--- config.mk ---
export PLATFORM = sky130hd
export DESIGN_NAME = chlcd_host_port
export DESIGN_NICKNAME = d
export VERILOG_FILES = /design/src/rtl/chlcd_port_pkg.sv /design/src/rtl/chlcd_port_ctrl.sv /design/src/rtl/chlcd_port_dp.sv /design/src/rtl/chlcd_host_port.sv
export SDC_FILE = /design/constraint.sdc
export NUM_CORES = 1
export LEC_CHECK = 0
export BUFFER_PORTS_ARGS = -buffer_cell sky130_fd_sc_hd__buf_2
export CAP_MARGIN = 20
export CORE_AREA = 5 5 56 63
export DETAILED_ROUTE_END_ITERATION = 8
export DIE_AREA = 0 0 61 68
export HOLD_SLACK_MARGIN = 0.15
export PLACE_DENSITY = 0.81
export SLEW_MARGIN = 20
export SYNTH_ARGS = -nofsm -noshare
export SYNTH_HDL_FRONTEND = slang
export SYNTH_SLANG_ARGS = --single-unit
--- constraint.sdc ---
create_clock -name clk -period 2.04 [get_ports clk]
set_input_delay 0.306 -clock clk [delete_from_list [all_inputs] [get_ports clk]]
set_output_delay 0.306 -clock clk [all_outputs]
set_load 0.02 [all_outputs]
--- src/rtl/chlcd_port_pkg.sv ---
package chlcd_port_pkg;
  typedef struct packed {
    logic captureHigh;
    logic captureByte;
  } dpStrobe_t;

  typedef enum logic [1:0] {
    KIND_INSTR_WR  = 2'b00,
    KIND_STATUS_RD = 2'b01,
    KIND_DATA_WR   = 2'b10,
    KIND_DATA_RD   = 2'b11
  } busKind_t;
endpackage

--- src/rtl/chlcd_port_ctrl.sv ---
module chlcd_port_ctrl
  import chlcd_port_pkg::*;
#(
  parameter int DATA_W      = 8,
  parameter int SYNC_STAGES = 2
) (
  input  logic              clk,
  input  logic              rstN,
  input  logic              strobe,
  input  logic              selData,
  input  logic              readNotWrite,
  input  logic [DATA_W-1:0] asmByte,
  output logic              wide,
  output logic              phase,
  output dpStrobe_t         stb,
  output logic              cmdValid,
  output logic              cmdIsData,
  output logic              rdTaken,
  output logic              busOe
);
  localparam int FS_TOP = DATA_W - 1;

  logic [SYNC_STAGES:0] syncQ;
  logic sNow, sPrev, fall, complete;
  busKind_t kind;

  always_ff @(posedge clk) begin
    if (!rstN) syncQ <= '0;
    else       syncQ <= {syncQ[SYNC_STAGES-1:0], strobe};
  end

  assign sNow     = syncQ[SYNC_STAGES-1];
  assign sPrev    = syncQ[SYNC_STAGES];
  assign fall     = sPrev & ~sNow;
  assign kind     = busKind_t'({selData, readNotWrite});
  assign complete = fall & (wide | phase);
  assign busOe    = sNow & readNotWrite;

  always_comb begin
    stb = '0;
    stb.captureHigh = fall & ~wide & ~phase & ~readNotWrite;
    stb.captureByte = complete & ~readNotWrite;
  end

  always_ff @(posedge clk) begin
    if (!rstN) begin
      wide      <= 1'b1;
      phase     <= 1'b0;
      cmdValid  <= 1'b0;
      cmdIsData <= 1'b0;
      rdTaken   <= 1'b0;
    end else begin
      cmdValid <= 1'b0;
      rdTaken  <= 1'b0;
      if (fall && !wide) phase <= ~phase;
      if (complete && !readNotWrite) begin
        cmdValid  <= 1'b1;
        cmdIsData <= selData;
      end
      if (complete && kind == KIND_DATA_RD) rdTaken <= 1'b1;
      if (complete && kind == KIND_INSTR_WR &&
          asmByte[FS_TOP -: 3] == 3'b001 && asmByte[FS_TOP-3] != wide) begin
        wide  <= asmByte[FS_TOP-3];
        phase <= 1'b0;
      end
    end
  end

  // a width change leaves the phase at upper
  assert_phase_clear_R7: assert property (@(posedge clk) disable iff (!rstN)
    (wide != $past(wide)) |-> !phase);
  // strobe synchronisation keeps forwarded bytes apart
  assert_single_pulse_R1: assert property (@(posedge clk) disable iff (!rstN)
    cmdValid |=> !cmdValid);
  // a transfer is either forwarded or counted as a read, never both
  assert_rd_wr_exclusive_R10: assert property (@(posedge clk) disable iff (!rstN)
    !(cmdValid && rdTaken));
  // enable never drives during a write
  assert_oe_read_only_R5: assert property (@(posedge clk) disable iff (!rstN)
    busOe |-> readNotWrite);
endmodule

--- src/rtl/chlcd_port_dp.sv ---
module chlcd_port_dp
  import chlcd_port_pkg::*;
#(
  parameter int DATA_W = 8
) (
  input  logic              clk,
  input  logic              rstN,
  input  logic [DATA_W-1:0] busIn,
  input  logic              selData,
  input  logic              wide,
  input  logic              phase,
  input  dpStrobe_t         stb,
  input  logic              execBusy,
  input  logic [DATA_W-2:0] execAddr,
  input  logic              fillValid,
  input  logic [DATA_W-1:0] fillData,
  output logic [DATA_W-1:0] asmByte,
  output logic [DATA_W-1:0] cmdByte,
  output logic [DATA_W-1:0] busOut
);
  localparam int NIB_W = DATA_W / 2;

  logic [NIB_W-1:0]  hiNib;
  logic [DATA_W-1:0] prefetch, word;

  assign asmByte = wide ? busIn : {hiNib, busIn[DATA_W-1 -: NIB_W]};
  assign word    = selData ? prefetch : {execBusy, execAddr};

  always_comb begin
    if (wide)       busOut = word;
    else if (phase) busOut = {word[NIB_W-1:0], {NIB_W{1'b0}}};
    else            busOut = {word[DATA_W-1 -: NIB_W], {NIB_W{1'b0}}};
  end

  always_ff @(posedge clk) begin
    if (!rstN) begin
      hiNib    <= '0;
      cmdByte  <= '0;
      prefetch <= '0;
    end else begin
      if (stb.captureHigh) hiNib   <= busIn[DATA_W-1 -: NIB_W];
      if (stb.captureByte) cmdByte <= asmByte;
      if (fillValid)       prefetch <= fillData;
    end
  end

  // the prefetch register holds the last loaded byte
  assert_prefetch_load_R4: assert property (@(posedge clk) disable iff (!rstN)
    fillValid |=> prefetch == $past(fillData));
endmodule

--- src/rtl/chlcd_host_port.sv ---
module chlcd_host_port
  import chlcd_port_pkg::*;
#(
  parameter int DATA_W      = 8,
  parameter int SYNC_STAGES = 2
) (
  input  logic              clk,
  input  logic              rstN,
  input  logic              strobe,
  input  logic              selData,
  input  logic              readNotWrite,
  input  logic [DATA_W-1:0] busIn,
  output logic [DATA_W-1:0] busOut,
  output logic              busOe,
  output logic              cmdValid,
  output logic              cmdIsData,
  output logic [DATA_W-1:0] cmdByte,
  output logic              rdTaken,
  input  logic              execBusy,
  input  logic [DATA_W-2:0] execAddr,
  input  logic              fillValid,
  input  logic [DATA_W-1:0] fillData
);
  logic              wide, phase;
  logic [DATA_W-1:0] asmByte;
  dpStrobe_t         stb;

  chlcd_port_ctrl #(.DATA_W(DATA_W), .SYNC_STAGES(SYNC_STAGES)) u_ctrl (
    .clk(clk), .rstN(rstN), .strobe(strobe), .selData(selData),
    .readNotWrite(readNotWrite), .asmByte(asmByte), .wide(wide), .phase(phase),
    .stb(stb), .cmdValid(cmdValid), .cmdIsData(cmdIsData), .rdTaken(rdTaken),
    .busOe(busOe));

  chlcd_port_dp #(.DATA_W(DATA_W)) u_dp (
    .clk(clk), .rstN(rstN), .busIn(busIn), .selData(selData), .wide(wide),
    .phase(phase), .stb(stb), .execBusy(execBusy), .execAddr(execAddr),
    .fillValid(fillValid), .fillData(fillData), .asmByte(asmByte),
    .cmdByte(cmdByte), .busOut(busOut));
endmodule

==> flow_summary.ini <==
[worst_setup_path]
slowest_delay_ns = 0.49
reg2reg_to = u_dp.cmdByte[5]
cp.arrival_ns = 1.66
crit_type = register to primary output
crit_chain = nor2b_1 -> buf_4 -> mux4_2 -> buf_2
cp_slowest_cell = mux4_2
required_ns = 1.73
crit_path_start_kind = register
crit_path_end_kind = primary output
r2r_setup_slack_ns = 0.37
r2r-start = u_ctrl.syncQ[1]
cp_max_fo = 4
r2r_cells = 3

[clock_network]
clock_latency_ns = 0.33
cts_buffer_depth = 2
postCtsHoldBufs = 0
cts-buffers-inserted = 3
cts.clk_slew.worst_paths_ns = 0.13
root_buffer = clkbuf_4
cts.htree.levels = 1
cts_tree = done
clkSinkCount = 28

[global_routing]
grt_pass1_wl_um = 4990
grt_max_degree = 25
grt-ovfl-total = 0
track_usage_pct = 15.9
grt_pass1_vias = 1118
antenna_found_initial = 0

[route]
drtAntennaViolNets = 0
vias_per_cell = 5.51
vias = 1174
wl_per_cell_um = 14.7
drt-total-wl_um = 3120
first_pass_iters = 4
drc = 0
first_iter_violations = 32

[sta]
tightestPinTransition_ns = 0.707
finalMaxSlewViolations = 0
tns_ns = 0
period_minus_slack_ns = 1.96
final.setup_skew_ns = 0.00428
max_freq_mhz = 510
setup_viol = 0
rsz0062_at_grt = no
max_slew_margin_pct = 52.8
hold_viol = 0
post-route-period-util_pct = 96.2

[final_layout]
fill_cells = 258
drive_above_1_share_pct = 38.0
layout.nets = 210
multiInputGateArea_um2 = 703
antenna_cells = 0
ff_latch_area_um2 = 564
finalNonFillerCells = 213
areaGrowthSynthToFinish_pct = 24.3

[placed_design]
gp_congestion = 0.828
io_buffers = 49
place_inst = 207
place_hpwl_um = 2370

[pwr]
leakagePower_nw = 0.762
power.density_nw_per_um2 = 594
share_comb_of_total_power_pct = 14.3
p_int_w = 0.000733
power.total_w = 0.000972
ir_drop_mv = 0.354
sw_frac_of_total_pct = 24.5
p_seq_share_pct = 58.6
p_clk_share_pct = 27.1
p_switching_w = 0.000238

[logic_synthesis]
avgSynthCellArea_um2 = 10.1
synthArstFlopShare_pct = 0
synthCells = 130
synth_fp_nets = 160
synth-edff-count = 0
synth_ff_type = dfxtp_1
synth_area_leaders = dfxtp_1 (43%), mux2i_1 (14%), mux4_2 (6.8%)
syn-cell-area_um2 = 1320
netlist-cell-type-count = 30
synthDominantCellAreaShare_pct = 42.6
synth_area_leader_cell = dfxtp_1
ys_seq_area_share_pct = 42.6
ys_ff_latch = 28
ys_warn_count = 0

[floorplan]
fp-row-count = 21
pin_count = 50
die_h_um = 68
die-area_um2 = 4150
core_area_um2 = 2890
die_x_um = 61
initial_core_util_pct = 45.5

[status]
outcome = complete, no violations

[worst_hold_path]
min_to = u_ctrl.syncQ[0]
min-delay-path-class = input pin to register
holdCritStartpoint = strobe
holdPathStages = 2

[run]
cap_violations = 0
[Yosys cell counts (2+ instances only)]
master,count
a211oi_1,8
a21oi_1,13
and2_1,2
and2_2,2
buf_1,2
buf_2,3
clkbuf_1,3
dfxtp_1,28
inv_1,2
mux2i_1,19
mux4_2,4
nand3_1,5
nor2_1,13
nor2b_1,2
nor3_1,3
nor3b_1,2
o21ai_0,5
or4bb_1,2
[metrics by stage]
step / util [%] / worst slack [ns] / instance area (µm²) / hold slack [ns]
after floorplan: - / 0.304 / 1320 / 0.412
after global placement: 54.7 / 0.387 / 1580 / 0.419
after detailed placement: 54.7 / 0.332 / 1580 / 0.425
after CTS: 56.0 / 0.0201 / 1620 / 0.169
after global routing: 56.6 / 0.00336 / 1640 / 0.174
final: 56.6 / 0.0774 / 1640 / 0.175
[cell families after synthesis]
family	Yosys count	synth area share [%]
xor gates and xnor gates	1	0.666
muxes	23	21.3
buffers and inverters	11	3.99
AOI/OAI and AO/OA	30	15.4
DFF	28	42.6
and+or+nand+nor	37	16.1
[per-layer routing]
metal | share of wire, % | wire length (µm) | vias to the layer above | track usage [%]
li1 | - | - | 576 | -
met1 | 40 | 1240 | 535 | 19.1
met2 | 49 | 1520 | 59 | 27.9
met3 | 11 | 328 | 4 | 1.89
met4 | 1.1 | 33 | 0 | 7.05
met5 | 0 | 0 | - | 0
[critical path, delay by kind of cell (launching register included)]
family	cells	cell delay, ns
muxes	1	0.49
DFF	1	0.38
buffers and inverters	2	0.33
and+or+nand+nor	1	0.12
[power groups by stage]
stage	clock network, W	registers (W)	logic [W]
3_3_place_gp	0	0.000582	0.000136
5_1_grt	0.000288	0.000572	0.000155
6_report	0.000263	0.000569	0.000139
4_1_cts	0.000272	0.000571	0.000141
2_1_floorplan	0	0.000586	0.0000776
3_5_place_dp	0	0.000583	0.000140
[cell type report]
type | instances | area share, %
clock buffer | 4 | 2.22
inverter | 2 | 0.459
multi-input combinational | 91 | 43.0
sequential | 28 | 34.5
tap | 34 | 2.60
timing repair buffer | 54 | 17.3
[how the worst max path moves through the flow]
stage / start / slack (ns) / to
after floorplan: u_ctrl.wide / 0.30 / busOut[4]
after global placement: readNotWrite / 0.39 / u_ctrl.wide
after detailed placement: readNotWrite / 0.33 / u_dp.cmdByte[3]
after CTS: u_ctrl.phase / 0.02 / busOut[5]
after global routing: u_ctrl.phase / 0.003 / busOut[4]
final: u_ctrl.phase / 0.08 / busOut[5]
[state kept, by name, summed over array words and instances, names as in the netlist, 3 cells and up]
| name | count |
|---|---|
| u_dp.hiNib | 4 |
| u_dp.cmdByte | 8 |
| u_dp.prefetch | 8 |
| u_ctrl.syncQ | 3 |
[cell usage in the layout (no fill, tap or decap), types with 2 or more instances in the layout]
master / instances
o21ai_0: 5
mux4_2: 4
nand3_1: 5
and2_2: 2
or4bb_1: 2
nor2b_1: 2
and2_1: 2
nor3_1: 3
a211oi_1: 8
nor3b_1: 2
inv_1: 2
clkbuf_4: 3
buf_2: 49
dfxtp_1: 27
a21oi_1: 13
mux2i_1: 19
nor2_1: 13
buf_4: 5
[repair_timing]
| item | 4_1_cts | 5_1_grt |
|---|---|---|
| gates cloned | 0 | 0 |
| setup endpoints to repair | 4 | 4 |
| gates resized for setup | 1 | 1 |
| buffers inserted | 0 | 2 |
No activity file was read; power rests on OpenSTA's default activity.
